--- config.mk ---
export PLATFORM = sky130hd
export DESIGN_NAME = replay_check_stage
export DESIGN_NICKNAME = d
export VERILOG_FILES = /design/src/rtl/rcs_pkg.sv /design/src/rtl/rcs_ready_table.sv /design/src/rtl/rcs_replay_queue.sv /design/src/rtl/replay_check_stage.sv
export SDC_FILE = /design/constraint.sdc
export NUM_CORES = 1
export LEC_CHECK = 0
export ABC_AREA = 1
export BUFFER_PORTS_ARGS = -buffer_cell sky130_fd_sc_hd__buf_2
export CAP_MARGIN = 30
export CORE_MARGIN = 3
export CORE_UTILIZATION = 62
export CTS_CLUSTER_SIZE = 30
export DETAILED_ROUTE_END_ITERATION = 8
export PLACE_DENSITY = 0.8
export SYNTH_ARGS = -nofsm -noshare
export SYNTH_HDL_FRONTEND = slang
export SYNTH_SLANG_ARGS = --single-unit
--- constraint.sdc ---
create_clock -name clk -period 4.67 [get_ports clk]
set_clock_uncertainty 0.2 [all_clocks]
set_input_delay 0.7005 -clock clk [delete_from_list [all_inputs] [get_ports clk]]
set_output_delay 0.7005 -clock clk [all_outputs]
set_load 0.005 [all_outputs]
--- src/rtl/rcs_pkg.sv ---
package rcs_pkg;

   // Source of the instruction examined by the check stage in a cycle.
   typedef enum logic [1:0] {
      PICK_NONE  = 2'd0,
      PICK_QUEUE = 2'd1,
      PICK_ISSUE = 2'd2
   } pick_e;

   // Index width for a count of n items, never below one bit.
   function automatic int unsigned idx_w(input int unsigned n);
      return (n < 2) ? 1 : $clog2(n);
   endfunction

endpackage

--- src/rtl/rcs_ready_table.sv ---
module rcs_ready_table #(
   parameter int NREGS  = 32,
   parameter int REG_W  = 5,
   parameter bit BYPASS = 1'b1
) (
   input  logic             clk,
   input  logic             rst_n,
   input  logic             wb_valid,
   input  logic [REG_W-1:0] wb_reg,
   input  logic             clr_valid,
   input  logic [REG_W-1:0] clr_reg,
   input  logic [REG_W-1:0] rd_a,
   input  logic [REG_W-1:0] rd_b,
   output logic             ok_a,
   output logic             ok_b,
   output logic [NREGS-1:0] ready_q
);

   // One flag per register: the issue-time clear takes precedence over writeback.
   for (genvar g = 0; g < NREGS; g++) begin : g_flag
      always_ff @(posedge clk) begin
         if (!rst_n)
            ready_q[g] <= 1'b1;
         else if (clr_valid && clr_reg == REG_W'(g))
            ready_q[g] <= 1'b0;
         else if (wb_valid && wb_reg == REG_W'(g))
            ready_q[g] <= 1'b1;
      end
   end

   if (BYPASS) begin : g_bypass
      assign ok_a = ready_q[rd_a] | (wb_valid && wb_reg == rd_a);
      assign ok_b = ready_q[rd_b] | (wb_valid && wb_reg == rd_b);
   end else begin : g_plain
      assign ok_a = ready_q[rd_a];
      assign ok_b = ready_q[rd_b];
   end

endmodule

--- src/rtl/rcs_replay_queue.sv ---
module rcs_replay_queue #(
   parameter int DEPTH  = 4,
   parameter int DATA_W = 15,
   parameter int TMR_W  = 2,
   parameter int CNT_W  = 3
) (
   input  logic              clk,
   input  logic              rst_n,
   input  logic              push_a,
   input  logic [DATA_W-1:0] push_a_data,
   input  logic [TMR_W-1:0]  push_a_wait,
   input  logic              push_b,
   input  logic [DATA_W-1:0] push_b_data,
   input  logic [TMR_W-1:0]  push_b_wait,
   input  logic              pop,
   output logic              head_ready,
   output logic [DATA_W-1:0] head_data,
   output logic [CNT_W-1:0]  count,
   output logic              nonempty
);

   localparam int PTR_W = rcs_pkg::idx_w(DEPTH);

   logic [DATA_W-1:0] data_q [DEPTH];
   logic [TMR_W-1:0]  tmr_q  [DEPTH];
   logic [PTR_W-1:0]  rd_ptr, wr_ptr, slot_b;
   logic [CNT_W-1:0]  cnt_q;

   // Second push lands behind the first when both occur in one cycle.
   assign slot_b = push_a ? wr_ptr + PTR_W'(1) : wr_ptr;

   for (genvar e = 0; e < DEPTH; e++) begin : g_entry
      always_ff @(posedge clk) begin
         if (!rst_n) begin
            data_q[e] <= '0;
            tmr_q[e]  <= '0;
         end else if (push_a && wr_ptr == PTR_W'(e)) begin
            data_q[e] <= push_a_data;
            tmr_q[e]  <= push_a_wait;
         end else if (push_b && slot_b == PTR_W'(e)) begin
            data_q[e] <= push_b_data;
            tmr_q[e]  <= push_b_wait;
         end else if (tmr_q[e] != '0) begin
            tmr_q[e]  <= tmr_q[e] - TMR_W'(1);
         end
      end
   end

   always_ff @(posedge clk) begin
      if (!rst_n) begin
         rd_ptr <= '0;
         wr_ptr <= '0;
         cnt_q  <= '0;
      end else begin
         rd_ptr <= rd_ptr + PTR_W'(pop);
         wr_ptr <= wr_ptr + PTR_W'(push_a) + PTR_W'(push_b);
         cnt_q  <= cnt_q + CNT_W'(push_a) + CNT_W'(push_b) - CNT_W'(pop);
      end
   end

   assign nonempty   = (cnt_q != '0);
   assign head_ready = nonempty && (tmr_q[rd_ptr] == '0);
   assign head_data  = data_q[rd_ptr];
   assign count      = cnt_q;

endmodule

--- src/rtl/replay_check_stage.sv ---
module replay_check_stage
   import rcs_pkg::*;
#(
   parameter int NREGS  = 32,
   parameter int DEPTH  = 4,
   parameter int DELAY  = 2,
   parameter bit BYPASS = 1'b1
) (
   input  logic                       clk,
   input  logic                       rst_n,
   input  logic                       iss_valid,
   input  logic [$clog2(NREGS)-1:0]   iss_src_a,
   input  logic [$clog2(NREGS)-1:0]   iss_src_b,
   input  logic [$clog2(NREGS)-1:0]   iss_dst,
   input  logic                       wb_valid,
   input  logic [$clog2(NREGS)-1:0]   wb_reg,
   output logic                       stall_sched,
   output logic                       safe_valid,
   output logic [$clog2(NREGS)-1:0]   safe_src_a,
   output logic [$clog2(NREGS)-1:0]   safe_src_b,
   output logic [$clog2(NREGS)-1:0]   safe_dst,
   output logic                       safe_replayed
);

   localparam int REG_W  = $clog2(NREGS);
   localparam int INST_W = 3 * REG_W;
   localparam int TMR_W  = $clog2(DELAY + 1);
   localparam int CNT_W  = $clog2(DEPTH + 1);

   if (NREGS < 2 || (NREGS & (NREGS - 1)) != 0) begin : g_bad_nregs
      $error("NREGS must be a power of two of at least 2");
   end
   if (DEPTH < 2 || (DEPTH & (DEPTH - 1)) != 0) begin : g_bad_depth
      $error("DEPTH must be a power of two of at least 2");
   end
   if (DELAY < 1) begin : g_bad_delay
      $error("DELAY must be at least 1");
   end

   pick_e             pick;
   logic              from_queue;
   logic              head_ready, q_nonempty;
   logic [INST_W-1:0] head_data, iss_word, cand_word;
   logic [CNT_W-1:0]  q_count;
   logic [REG_W-1:0]  cand_src_a, cand_src_b, cand_dst;
   logic              cand_valid, ok_a, ok_b, cand_ok;
   logic [NREGS-1:0]  ready_q;
   logic              push_fail, push_defer;

   // A due replay entry always wins the single check slot.
   always_comb begin
      if (head_ready)     pick = PICK_QUEUE;
      else if (iss_valid) pick = PICK_ISSUE;
      else                pick = PICK_NONE;
   end

   assign from_queue = (pick == PICK_QUEUE);
   assign cand_valid = (pick != PICK_NONE);
   assign iss_word   = {iss_src_a, iss_src_b, iss_dst};
   assign cand_word  = from_queue ? head_data : iss_word;
   assign {cand_src_a, cand_src_b, cand_dst} = cand_word;

   rcs_ready_table #(
      .NREGS  (NREGS),
      .REG_W  (REG_W),
      .BYPASS (BYPASS)
   ) i_table (
      .clk       (clk),
      .rst_n     (rst_n),
      .wb_valid  (wb_valid),
      .wb_reg    (wb_reg),
      .clr_valid (iss_valid),
      .clr_reg   (iss_dst),
      .rd_a      (cand_src_a),
      .rd_b      (cand_src_b),
      .ok_a      (ok_a),
      .ok_b      (ok_b),
      .ready_q   (ready_q)
   );

   assign cand_ok    = ok_a && ok_b;
   assign push_fail  = cand_valid && !cand_ok;
   assign push_defer = from_queue && iss_valid;

   rcs_replay_queue #(
      .DEPTH  (DEPTH),
      .DATA_W (INST_W),
      .TMR_W  (TMR_W),
      .CNT_W  (CNT_W)
   ) i_queue (
      .clk         (clk),
      .rst_n       (rst_n),
      .push_a      (push_fail),
      .push_a_data (cand_word),
      .push_a_wait (TMR_W'(DELAY)),
      .push_b      (push_defer),
      .push_b_data (iss_word),
      .push_b_wait ('0),
      .pop         (from_queue),
      .head_ready  (head_ready),
      .head_data   (head_data),
      .count       (q_count),
      .nonempty    (q_nonempty)
   );

   assign stall_sched = q_nonempty;

   always_ff @(posedge clk) begin
      if (!rst_n) begin
         safe_valid    <= 1'b0;
         safe_src_a    <= '0;
         safe_src_b    <= '0;
         safe_dst      <= '0;
         safe_replayed <= 1'b0;
      end else begin
         safe_valid    <= cand_valid && cand_ok;
         safe_src_a    <= cand_src_a;
         safe_src_b    <= cand_src_b;
         safe_dst      <= cand_dst;
         safe_replayed <= from_queue;
      end
   end

endmodule

==> out/qor.txt <==
Syn_nets -> 1011
Net Sw Power -> 2.49 mW
Register area share after synthesis -> 44.6%
Synth Flop Type -> edfxtp_1
Root buffer cell -> clkbuf_16
Reg2Reg Depth -> 14
Hold Buf Count CTS -> 0
Slowest cell on crit path -> nand3_1
# IOs -> 42
Cell with the most instances after synthesis -> nand2_1
Clk buf depth -> 2
Antenna cells -> 0
Top cell type's share of synthesized area -> 28.8%
Final Instance Count excl. Fillers -> 1167
Slew HR -> 39.8%
Routed wl met3 -> 1.75 mm
Num CTS Buffers -> 17
Crit start category -> flop
CTS tree -> done
ANT nets after route -> 0
Switch share -> 43.2%
Worst IR Drop VDD -> 0.000379 V
Fin crit period -> 4410 ps
Top sig layer -> met4
Final setup violation count -> 0
Hpwl dp -> 14.3 mm
Initial antenna violation count -> 0
Initial Util -> 64.3%
Mapped Avg Cell Area -> 7.27 sq um
Mapped Area -> 7090 sq um
PD cells -> 717 nW/um^2
Final Cycle Share -> 94.4%
Critical Path RT -> 4700 ps
Vias per cell -> 5.87
Placed insts -> 1135
CP arrival -> 4440 ps
Max FO, Critical Path -> 25
Largest net degree at the start of global routing -> 47
Worst path most repeated cell -> nand3_1
Worst hold path class -> reg2reg
Clock latency on the worst-skew pair -> 430 ps
Final Hold Viols -> 0
Die area -> 12800 sq um
Finished layout cell area -> 8050 sq um
Crit path kind -> reg2reg
DR WL/cell -> 17.8 um
Sequential power share -> 28.7%
Reg2reg setup slack -> 260 ps
Iter 0 DRT Violations -> 728
Global-route wire length before repair -> 33.3 mm
Yosys warns -> 0
Vias -> 6855
Critical path buffer and inverter count -> 2
Delay-heaviest family, CP -> simple AND/OR/NAND/NOR gates
Max_cap viols -> 0
Fmax achieved -> 227 MHz
Area growth syn-to-layout -> 13.5%
Power share of the combinational group -> 46.3%
Core Footprint -> 11000 sq um
DRT met1 WL -> 8.09 mm
Hold Path End -> i_queue.tmr_q[0][0]
Setup tns final -> 0 ps
Crit path capture type -> flop
1st-pass router iterations -> 5
Nets@finish -> 1050
Post-CTS setup repair buffer count -> 0
Worst hold start -> i_queue.tmr_q[0][0]
Async SR Flop Fraction -> 0%
H-Tree Depth -> 4
Worst R2R End -> i_queue.data_q[3][8]
Sink Count -> 124
Post-synth cell types -> 37
Clock-pin slew on the worst setup and hold paths -> 60 ps
DIE WIDTH -> 113 um
RSZ-0062 raised after global routing -> no
Post-synth EDFFs -> 68
GR Overflow Total -> 0
Drc violations -> 0
Met2 WL -> 10.1 mm
Post-synthesis cell count -> 975
DRT Wirelength -> 20.8 mm
Synth cell count leaders -> nand2_1, inv_1, nor2_1
Vias in the first global route -> 6553
Placement Cell Area -> 7390 sq um
PortBufs -> 41
Synthesized flop and latch total -> 124
LEAKAGE -> 3.93 nW
Area leader, netlist -> edfxtp_1
Max incr delay on CP -> 640 ps
Crit-path cells -> inv_1 -> nand3_2 -> nand3_4 -> inv_2 -> nand2_1 -> nand2_1 -> nand3_1 -> nand3_1 -> nand3_1 -> nand3_1 -> nand3_2 -> a21oi_2 -> nand3_1 -> o21ai_0
Top cells by area, synth -> edfxtp_1, nand2_1, dfxtp_1
P_int -> 3.28 mW
FP Rows -> 38
Hold path cells -> 1
Worst R2R Start -> i_queue.rd_ptr[1]
Proportion of layout cells with a drive suffix above 1 -> 12.2%
Die Y -> 113 um
Fillers -> 920
GRT Total Usage -> 33.6%
Slew Viols, Final -> 0
RD Place Congestion -> 0.991
Slew @ Worst Pin -> 903 ps
Clk network pwr share -> 25.0%
Status -> finished, final reports clean
-- area by class of cell --
type,count,area (sq um),share of cell area [%]
multi-input combinational,711,3350,41.7
tap,140,175,2.18
clock inverter,12,194,2.41
inverter,103,387,4.80
sequential,124,3160,39.3
timing repair buffer,57,329,4.09
clock buffer,20,447,5.55
-- how the worst max path moves through the flow --
stage,cells past startpoint,endpoint,startpoint
after CTS,14,i_queue.data_q[0][8],i_queue.rd_ptr[1]
after global routing,22,i_queue.count[2],i_queue.rd_ptr[1]
after detailed placement,14,i_queue.data_q[0][8],i_queue.rd_ptr[1]
final,14,i_queue.data_q[3][8],i_queue.rd_ptr[1]
after global placement,17,i_queue.data_q[0][8],i_queue.rd_ptr[0]
after floorplan,23,i_queue.count[2],i_queue.rd_ptr[0]
-- cell families (layout without fill, tap and decap cells) --
family / Yosys count / in the layout / share of synthesized area, %
DFF: 124 / 124 / 44.6
and+or+nand+nor: 555 / 555 / 33.1
buffers and inverters: 140 / 192 / 8.34
xor gates and xnor gates: 8 / 8 / 0.988
adders and majority gates: 12 / 12 / 2.22
AOI/OAI and AO/OA: 136 / 136 / 10.7
-- metal layers --
layer / vias up / GRT usage (%)
met3: 72 / 5.51
met4: 0 / 16.5
li1: 3262 / -
met1: 3132 / 42.7
met5: - / 0
met2: 389 / 55.9
-- worst reg2reg max path, cell delays in order, from the launching register on --
cell     delay (ps)
dfxtp_1         480
inv_1           230
nand3_2         190
nand3_4         280
inv_2           430
nand2_1         100
nand2_1         280
nand3_1         140
nand3_1         110
nand3_1          80
nand3_1         100
nand3_2         130
a21oi_2         380
nand3_1         640
o21ai_0         450
-- stage by stage --
step | total power [mW] | hold WS, ps | utilization (%) | setup slack, ps
after floorplan | 3.54 | 271 | - | 1320
after global placement | 4.22 | 333 | 66.9 | 366
after detailed placement | 4.26 | 335 | 67.0 | 262
after CTS | 5.71 | 354 | 72.8 | 268
after global routing | 6.11 | 377 | 73.0 | 5.80
final | 5.77 | 354 | 73.0 | 261
-- placed cells by master, fill, tap and decap left out, types with 2 or more instances in the layout --
| cell type | n |
|---|---|
| nand3_2 | 7 |
| dfxtp_1 | 56 |
| nand3b_1 | 2 |
| clkinvlp_4 | 2 |
| ha_1 | 11 |
| nor2_2 | 10 |
| buf_4 | 15 |
| nand2_2 | 3 |
| nand4_1 | 8 |
| nand2_1 | 330 |
| o22ai_1 | 31 |
| a21oi_1 | 10 |
| nor3_1 | 5 |
| o21ai_0 | 86 |
| nand3_1 | 86 |
| clkinv_2 | 4 |
| o21ai_2 | 5 |
| nor2_1 | 94 |
| clkbuf_1 | 2 |
| edfxtp_1 | 68 |
| clkbuf_16 | 17 |
| inv_1 | 99 |
| bufinv_16 | 5 |
| nand2_4 | 4 |
| buf_2 | 41 |
| inv_2 | 3 |
| xor2_1 | 7 |
| nor2_4 | 2 |
-- power by group through the flow --
stage	Clock [mW]	Combinational (mW)	Sequential [mW]
floorplan	0	1.88	1.66
global placement	0	2.56	1.66
detailed placement	0	2.59	1.67
CTS	1.44	2.61	1.66
global route	1.49	2.93	1.68
finish	1.44	2.67	1.66
-- state kept, by name, indices dropped and copies added, names as in the netlist, 2 cells and up --
name,flops
i_queue.data_q,60
i_table.ready_q,32
i_queue.tmr_q,8
safe_dst,5
safe_src_a,5
safe_src_b,5
i_queue.count,3
i_queue.rd_ptr,2
i_queue.wr_ptr,2
-- timing repair --
| item | CTS | global route |
|---|---|---|
| endpoints found under the setup margin | 0 | 14 |
| resized for setup | 0 | 4 |
| hold endpoints to repair | 0 | 0 |
Note: power is estimated with default switching activity, not from simulation.
